--- config.mk ---
export PLATFORM = sky130hd
export DESIGN_NAME = byte_pixel_assembler
export DESIGN_NICKNAME = d
export VERILOG_FILES = /design/src/rtl/bpa_pkg.sv /design/src/rtl/bpa_phase.sv /design/src/rtl/bpa_pack.sv /design/src/rtl/bpa_delay.sv /design/src/rtl/byte_pixel_assembler.sv
export SDC_FILE = /design/constraint.sdc
export NUM_CORES = 1
export LEC_CHECK = 0
export ABC_AREA = 1
export BUFFER_PORTS_ARGS = -buffer_cell sky130_fd_sc_hd__buf_4
export CAP_MARGIN = 10
export CORE_AREA = 2 2 71 73
export CTS_BUF_LIST = sky130_fd_sc_hd__clkbuf_16
export DETAILED_ROUTE_END_ITERATION = 16
export DIE_AREA = 0 0 73 75
export GPL_ROUTABILITY_DRIVEN = 0
export SYNTH_ARGS = -nofsm -noshare
export SYNTH_HDL_FRONTEND = slang
export SYNTH_SLANG_ARGS = --single-unit
--- constraint.sdc ---
create_clock -name clk -period 1.2 [get_ports clk]
set_input_delay 0.06 -clock clk [delete_from_list [all_inputs] [get_ports clk]]
set_output_delay 0.06 -clock clk [all_outputs]
set_load 0.05 [all_outputs]
--- src/rtl/bpa_pkg.sv ---
// Shared definitions for the byte-serial pixel assembler.
// Assumes: one 8-bit byte per clock on the input side, an 18-bit RGB bus on the output side.
package bpa_pkg;

    localparam int BYTE_W = 8;
    localparam int CH_W   = 6;
    localparam int PIX_W  = 3 * CH_W;

    typedef enum logic {
        FMT_RGB565 = 1'b0,
        FMT_RGB888 = 1'b1
    } pix_fmt_e;

    // Bytes that make up one pixel in the selected format.
    function automatic int bytes_per_pix(pix_fmt_e f);
        return (f == FMT_RGB888) ? 3 : 2;
    endfunction

    // Clocks from the first byte of a pixel to its output strobe.
    function automatic int pipe_latency(pix_fmt_e f);
        return (f == FMT_RGB888) ? 5 : 3;
    endfunction

endpackage

--- src/rtl/bpa_phase.sv ---
// Byte position counter.
// Tracks which byte of the current pixel is on the input. Line start forces position 0
// for the byte in the same clock. Idle clocks leave the position alone.
// Assumes: BPP >= 2 and PH_W = $clog2(BPP).
module bpa_phase #(
    parameter int BPP  = 2,
    parameter int PH_W = 1
) (
    input  logic            clk,
    input  logic            rst_n,
    input  logic            byte_vld,
    input  logic            line_start,
    output logic [PH_W-1:0] phase,
    output logic            last
);

    logic [PH_W-1:0] ph_q;

    // Effective position of this clock's byte, and whether it completes a pixel.
    always_comb begin
        phase = line_start ? '0 : ph_q;
        last  = byte_vld && (phase == PH_W'(BPP - 1));
    end

    // Advance on each valid byte; wrap after the final byte; realign on line start.
    always_ff @(posedge clk) begin
        if (!rst_n) begin
            ph_q <= '0;
        end else if (byte_vld) begin
            ph_q <= last ? '0 : phase + PH_W'(1);
        end else if (line_start) begin
            ph_q <= '0;
        end
    end

    AST_LINE_REALIGN: assert property (@(posedge clk) disable iff (!rst_n)
        (line_start && byte_vld) |=> (ph_q == PH_W'(1)));

    AST_IDLE_NO_ADVANCE: assert property (@(posedge clk) disable iff (!rst_n)
        (!byte_vld && !line_start) |=> $stable(ph_q));

endmodule

--- src/rtl/bpa_pack.sv ---
// Byte packer and colour widener.
// Keeps the leading bytes of a pixel. When the last byte arrives, it combines them with
// that byte into an 18-bit word and registers the word with a one-clock valid.
// Assumes: phase/last come from bpa_phase with the same BPP.
module bpa_pack #(
    parameter bpa_pkg::pix_fmt_e FORMAT = bpa_pkg::FMT_RGB565,
    parameter int BPP  = 2,
    parameter int PH_W = 1
) (
    input  logic                       clk,
    input  logic                       rst_n,
    input  logic [bpa_pkg::BYTE_W-1:0] byte_in,
    input  logic                       byte_vld,
    input  logic [PH_W-1:0]            phase,
    input  logic                       last,
    output logic [bpa_pkg::PIX_W-1:0]  asm_rgb,
    output logic                       asm_vld
);

    logic [BPP-2:0][bpa_pkg::BYTE_W-1:0] held_q;
    logic [bpa_pkg::PIX_W-1:0]           rgb_nxt;

    // One holding register for each leading byte position.
    for (genvar g = 0; g < BPP - 1; g++) begin : g_hold
        // Capture the byte whose position matches this slot.
        always_ff @(posedge clk) begin
            if (!rst_n) begin
                held_q[g] <= '0;
            end else if (byte_vld && (phase == PH_W'(g))) begin
                held_q[g] <= byte_in;
            end
        end
    end

    // Format-specific unpacking into 6-bit channels.
    if (FORMAT == bpa_pkg::FMT_RGB565) begin : g_fmt565
        logic [15:0] word;
        // High byte first; 5-bit fields widened by repeating their MSB.
        always_comb begin
            word    = {held_q[0], byte_in};
            rgb_nxt = {word[15:11], word[15], word[10:5], word[4:0], word[4]};
        end

        AST_MSB_REPLICA: assert property (@(posedge clk) disable iff (!rst_n)
            asm_vld |-> (asm_rgb[12] == asm_rgb[17]) && (asm_rgb[0] == asm_rgb[5]));
    end else begin : g_fmt888
        // Red, green, blue order; keep the top six bits of each.
        always_comb begin
            rgb_nxt = {held_q[0][7:2], held_q[1][7:2], byte_in[7:2]};
        end
    end

    // Register the finished pixel and its one-clock valid.
    always_ff @(posedge clk) begin
        if (!rst_n) begin
            asm_rgb <= '0;
            asm_vld <= 1'b0;
        end else begin
            asm_vld <= last;
            if (last) begin
                asm_rgb <= rgb_nxt;
            end
        end
    end

    AST_ASM_NEEDS_BYTE: assert property (@(posedge clk) disable iff (!rst_n)
        asm_vld |-> $past(byte_vld));

endmodule

--- src/rtl/bpa_delay.sv ---
// Latency padding pipeline.
// Adds PAD register stages, so the block's total latency matches the format's fixed
// figure. Each data stage loads only when its input is valid, so the last stage holds
// the most recent pixel between strobes.
// Assumes: PAD >= 1.
module bpa_delay #(
    parameter int PAD = 1,
    parameter int W   = 18
) (
    input  logic         clk,
    input  logic         rst_n,
    input  logic         in_vld,
    input  logic [W-1:0] in_data,
    output logic         out_vld,
    output logic [W-1:0] out_data
);

    logic [PAD-1:0]        vld_q;
    logic [PAD-1:0][W-1:0] dat_q;

    for (genvar s = 0; s < PAD; s++) begin : g_stage
        logic         src_vld;
        logic [W-1:0] src_dat;

        // Select this stage's source: block input or the previous stage.
        always_comb begin
            if (s == 0) begin
                src_vld = in_vld;
                src_dat = in_data;
            end else begin
                src_vld = vld_q[(s == 0) ? 0 : s - 1];
                src_dat = dat_q[(s == 0) ? 0 : s - 1];
            end
        end

        // Shift the valid; load data only alongside a valid.
        always_ff @(posedge clk) begin
            if (!rst_n) begin
                vld_q[s] <= 1'b0;
                dat_q[s] <= '0;
            end else begin
                vld_q[s] <= src_vld;
                if (src_vld) begin
                    dat_q[s] <= src_dat;
                end
            end
        end
    end

    // Drive the outputs from the final stage.
    always_comb begin
        out_vld  = vld_q[PAD-1];
        out_data = dat_q[PAD-1];
    end

    AST_PIPE_DELAY: assert property (@(posedge clk) disable iff (!rst_n)
        out_vld |-> $past(in_vld, PAD));

endmodule

--- src/rtl/byte_pixel_assembler.sv ---
// Byte-serial to parallel pixel assembler (top level).
// Counts byte positions, packs and widens each pixel to 18 bits, and pads the result
// to the format's fixed latency: 3 clocks for 16-bit colour, 5 for 24-bit colour.
// Assumes: bytes of one pixel normally arrive on consecutive clocks, and line_start
// is raised with the first byte of each active line.
module byte_pixel_assembler #(
    parameter bpa_pkg::pix_fmt_e FORMAT = bpa_pkg::FMT_RGB565
) (
    input  logic        clk,
    input  logic        rst_n,
    input  logic [7:0]  byte_in,
    input  logic        byte_vld,
    input  logic        line_start,
    output logic [17:0] pix_rgb,
    output logic        pix_vld
);

    localparam int BPP  = bpa_pkg::bytes_per_pix(FORMAT);
    localparam int LAT  = bpa_pkg::pipe_latency(FORMAT);
    localparam int PAD  = LAT - BPP;
    localparam int PH_W = $clog2(BPP);

    logic [PH_W-1:0]              phase;
    logic                         last;
    logic [bpa_pkg::PIX_W-1:0]    asm_rgb;
    logic                         asm_vld;

    bpa_phase #(.BPP(BPP), .PH_W(PH_W)) u_phase (
        .clk        (clk),
        .rst_n      (rst_n),
        .byte_vld   (byte_vld),
        .line_start (line_start),
        .phase      (phase),
        .last       (last)
    );

    bpa_pack #(.FORMAT(FORMAT), .BPP(BPP), .PH_W(PH_W)) u_pack (
        .clk      (clk),
        .rst_n    (rst_n),
        .byte_in  (byte_in),
        .byte_vld (byte_vld),
        .phase    (phase),
        .last     (last),
        .asm_rgb  (asm_rgb),
        .asm_vld  (asm_vld)
    );

    bpa_delay #(.PAD(PAD), .W(bpa_pkg::PIX_W)) u_delay (
        .clk      (clk),
        .rst_n    (rst_n),
        .in_vld   (asm_vld),
        .in_data  (asm_rgb),
        .out_vld  (pix_vld),
        .out_data (pix_rgb)
    );

    AST_STROBE_SINGLE: assert property (@(posedge clk) disable iff (!rst_n)
        pix_vld |=> !pix_vld);

    AST_HOLD_RGB: assert property (@(posedge clk) disable iff (!rst_n)
        !pix_vld |-> $stable(pix_rgb));

endmodule

# Word-level counts from Yosys, hierarchy flattened
# Cells that the tools add are included.
word_totals:
  ff_bits: 47
  rom_bits: 0
  n_memories: 0
  in_bits: 12
  elab_cells: 13
  output_inout_bits: 19
  ramBits: 0
  latch_bits: 0
op_classes:
  n_bitwise: 1
  addsub: 1
  magnitude_cmp: 0
  n_mux: 3
  n_div: 0
  n_mul: 0
  n_eq_ne: 0
  reduce_logical: 2
  shift: 0
ops:
  columns: ["op", "n"]
  rows:
  - ["$mux W1", 3]
  - ["$logic_and A1 B1 Y1", 2]
  - ["$add A1 B1 Y1 const B", 1]
  - ["$not A1 Y1", 1]

# Logic depth before layout (Yosys ltp)
depth:
  depth_word: 4
  ltp_mapped: 9
  ltp_nobuf: 7

# Hierarchy
# A second synthesis with hierarchy kept.
unflattened:
  hier_cells: 241
  hier_area_um2: 1788.0
modules_own_cells:
  columns: ["mod", "cells_per_inst", "seq_area_each_um2", "area_each_um2", "n_inst"]
  rows:
  - ["bpa_pack", 118, 500.5, 938.4, 1]
  - ["bpa_delay", 117, 380.4, 799.5, 1]
  - ["bpa_phase", 6, 20.0, 50.0, 1]

# Worst setup path before layout
# No wires, ideal clock.
synth_path:
  path_type: "register to register"
  from: "register u_phase.ph_q"
  to: "register u_pack.held_q[0] (netlist bit)"
  path_buffers: 2
  required_time_ns: 1.087
  t_arrival_ns: 1.027
  stages_incl_launch_ff: 9
  path_slack_ns: 0.060
  setup_ns: 0.113
  path_cell_list: "dfxtp_1 > inv_1 > nor2_1 > inv_1 > ha_1 > buf_6 > buf_6 > nor2_1 > nor2_1"
synth_via:
  elab_chain_len: 3
synth_rtl:
  columns: ["item", "line", "source"]
  rows:
  - ["from (decl)", "bpa_phase.sv:17", "logic [PH_W-1:0] ph_q;"]
  - ["from (signal assigned)", "bpa_phase.sv:30", "ph_q <= last ? '0 : phase + PH_W'(1);"]
  - ["$mux W1", null, null]
  - ["$not A1 Y1", "bpa_pack.sv:29", "end else if (byte_vld && (phase == PH_W'(g))) begin"]
  - ["$logic_and A1 B1 Y1", "bpa_pack.sv:29", null]
  - ["to (signal, indexed assignment)", "bpa_pack.sv:30", "held_q[g] <= byte_in;"]
  - ["to (decl)", "bpa_pack.sv:20", "logic [BPP-2:0][bpa_pkg::BYTE_W-1:0] held_q;"]
# No other way between the ends.
# A chain may end at the register's enable or synchronous reset.

# Final worst setup path
layout_path:
  from: "register u_phase.ph_q"
  to: "register u_pack.asm_rgb[8] (netlist bit)"
layout_via:
  elab_chain_len: 2
layout_rtl:
  columns: ["item", "line", "source"]
  rows:
  - ["$mux W1", null, null]
  - ["$logic_and A1 B1 Y1", "bpa_phase.sv:22", "last = byte_vld && (phase == PH_W'(BPP - 1));"]
  - ["named net last", "byte_pixel_assembler.sv:24", "logic last;"]
  - ["to (signal assigned)", "bpa_pack.sv:61", "asm_rgb <= rgb_nxt;"]
  - ["to (decl)", "bpa_pack.sv:16", "output logic [bpa_pkg::PIX_W-1:0] asm_rgb,"]
# The timed path passes the listed nets, and every way through them passes these cells.

==> reports/qor.csv <==
stage,metric,value,unit
run_status,status,"complete, no violations",
worst_setup_path,cp_common_cell,nand2_1,
floorplan,ioPinCount,31,
clocking,clk_pin_slew,0.06,ns
worst_setup_path,cp_data_required_time,1.38,ns
pwr,finalPower,3.190,mW
synthesis,postSynthCellCount,263,
route,route.detailed.drc,0,
hold_path,worstHoldPathCells,5,
worst_setup_path,crit_family,flip-flops,
worst_setup_path,crit_fanout,8,
clocking,htreeDepth,2,
sta,finalSetupTns,0,ns
worst_setup_path,cp-start-kind,register,
placed_design,dp_slack,-0.02868,ns
sta,finalClockSkew,0.004189,ns
worst_setup_path,ff2ff_setup_slack,0.03,ns
final_layout,drive_gt1_share,16.26,%
route,via_count,1413,
sta,hold_violations,0,
route,drtIter0Drc,57,
worst_setup_path,critical_path.slowest_cell,dfxtp_1,
worst_setup_path,max_stage_delay,0.31,ns
synthesis,synthesis.area,1819,sq um
route,ant_nets,0,
placed_design,port_buffers,30,
sta,maxSlewViolCount,0,
floorplan,die_x,73,microns
sta,relSlewSlack,71.42,%
floorplan,dieArea,5475,sq um
floorplan,core,4661,sq um
synthesis,yosysSeqAreaShare,47.32,%
synthesis,syn_area_per_cell,6.917,sq um
worst_setup_path,crit_chain,"inv_1, nor2_2, ha_2, clkbuf_16, nand2_1, nand2_1, nor2_1",
pwr,p_per_area,1465,nW/um^2
global_routing,grt_pass1_vias,1265,
worst_setup_path,ff2ff_path_depth,7,
pwr,leakagePower,1.029,nW
clocking,clock_sinks,43,
placed_design,dp_hpwl,1.939,mm
synthesis,ys_warn_count,0,
floorplan,initial_core_util,39.03,%
floorplan,die_h,75,microns
floorplan,rows,25,
final_layout,nNetsFinal,302,
clocking,root_buffer,clkbuf_16,
run,max_cap_viol_count,0,
route,wirelength,3.106,mm
global_routing,grt_pass1_wl,5.333,mm
global_routing,grt_usage,12.77,%
final_layout,most-common-layout-cells,"81 x nor2_1, 81 x nand2_1, 43 x dfxtp_1, 37 x inv_1, 32 x buf_4",
worst_setup_path,critPathKind,reg -> reg,
clocking,cts_tree,built,
hold_path,worstHoldStart,byte_in[2],
route,vias_per_cell,4.120,
synthesis,yosys_register_bits,43,
hold_path,min_to,u_pack.held_q[2],
route,wl_per_cell,9.055,microns
final_layout,antennaDiodeCount,0,
worst_setup_path,rr_endpoint,u_pack.asm_rgb[8],
global_routing,antenna_found_initial,0,
clocking,cts_buffer_depth,2,
worst_setup_path,worstSetupEndpointType,register,
sta,min_period,1.167,ns
sta,min_period_over_period,97.24,%
worst_setup_path,arrival,1.35,ns
clocking,postCtsSetupBuffers,0,
clocking,clk_latency,0.28,ns
pwr,ir_drop,0.5855,mV
worst_setup_path,timing.critical_path.buf_inv,2,
sta,finalSetupViolations,0,
sta,fmax,0.8570,GHz
final_layout,synthToLayoutAreaGrowth,19.74,%
clocking,numCtsBuffers,5,
global_routing,grt_max_degree,44,
global_routing,overflow,0,
hold_path,hold_path.class,in -> reg,
synthesis,yosysUniqueCellTypes,8,
worst_setup_path,rr_startpoint,u_phase.ph_q,
sta,worstMarginPinSlew,0.4287,ns
route,drt-pass1-iter-count,4,
synthesis,syn_nets,277,
sta,rsz0062_at_grt,true,
sta,fin_ws,0.03310,ns
==> flip-flops by register name, summed over array words and instances (netlist names) <==
name and cells:
u_delay.out_data 16, u_delay.out_vld 1, u_pack.asm_rgb 16, u_pack.asm_vld 1, u_pack.held_q 8, u_phase.ph_q 1
==> cell usage after synthesis <==
library cell | n | share of area (%)
buf_4 | 4 | 1.7
buf_6 | 13 | 8.0
dfxtp_1 | 43 | 47
ha_1 | 2 | 1.4
inv_1 | 37 | 7.6
nand2_1 | 81 | 17
nand2_2 | 1 | 0.34
nor2_1 | 82 | 17
==> logic make-up after synthesis <==
| kind of cell | count (synthesis) | synth area share [%] |
|---|---|---|
| buf+inv | 54 | 17.33 |
| simple gates | 164 | 33.98 |
| fa+ha+maj | 2 | 1.375 |
| flops | 43 | 47.32 |
==> worst max-delay path by stage <==
stage,endpoint,startpoint,depth (start not counted)
after floorplan,u_pack.held_q[0],u_phase.ph_q,8
after global placement,u_pack.held_q[7],u_phase.ph_q,7
after detailed placement,u_pack.held_q[5],u_phase.ph_q,7
after CTS,u_pack.asm_rgb[13],u_phase.ph_q,7
after global routing,u_pack.asm_rgb[8],u_phase.ph_q,7
final,u_pack.asm_rgb[8],u_phase.ph_q,7
==> power by group <==
| group | switching [mW] | internal (mW) |
|---|---|---|
| Combinational | 0.202 | 0.131 |
| Clock | 0.562 | 0.777 |
| Sequential | 0.0295 | 1.49 |
| Total | 0.793 | 2.40 |
==> worst min-delay path: stages <==
cell	delay (ns)
buf_4	0.08
inv_1	0.04
nand2_1	0.05
nand2_1	0.04
nor2_1	0.06
==> final cells by class <==
class | count | area (sq um)
fill | 489 | 2482
sequential | 43 | 860.8
clock inverter | 3 | 25.02
tap | 54 | 67.56
inverter | 37 | 138.9
clock buffer | 5 | 125.1
timing repair buffer | 35 | 310.3
multi-input combinational | 166 | 650.6
==> stage by stage <==
stage / std cells / area [sq um] / util [%] / hold WS [ns]
detailed placement: 333 / 1971 / 42.28 / 0.3591
finish: 343 / 2178 / 46.74 / 0.07769
global placement: 333 / 1971 / 42.28 / 0.3585
floorplan: 263 / 1819 / - / 0.2465
global route: 343 / 2178 / 46.74 / 0.09743
CTS: 341 / 2123 / 45.56 / 0.08168
==> layer usage <==
layer	global-route usage, %	vias up	wire length, microns
met4	7.407	0	87
li1	-	791	-
met3	4.418	7	111
met5	0	-	0
met2	19.22	30	1316
met1	15.92	585	1590
==> timing repair <==
item,CTS,global route
pin swaps,0,1
gates cloned,0,2
endpoints found under the setup margin,8,13
resized for setup,1,2
hold buffers,0,0
No activity file was read; power rests on OpenSTA's default activity.
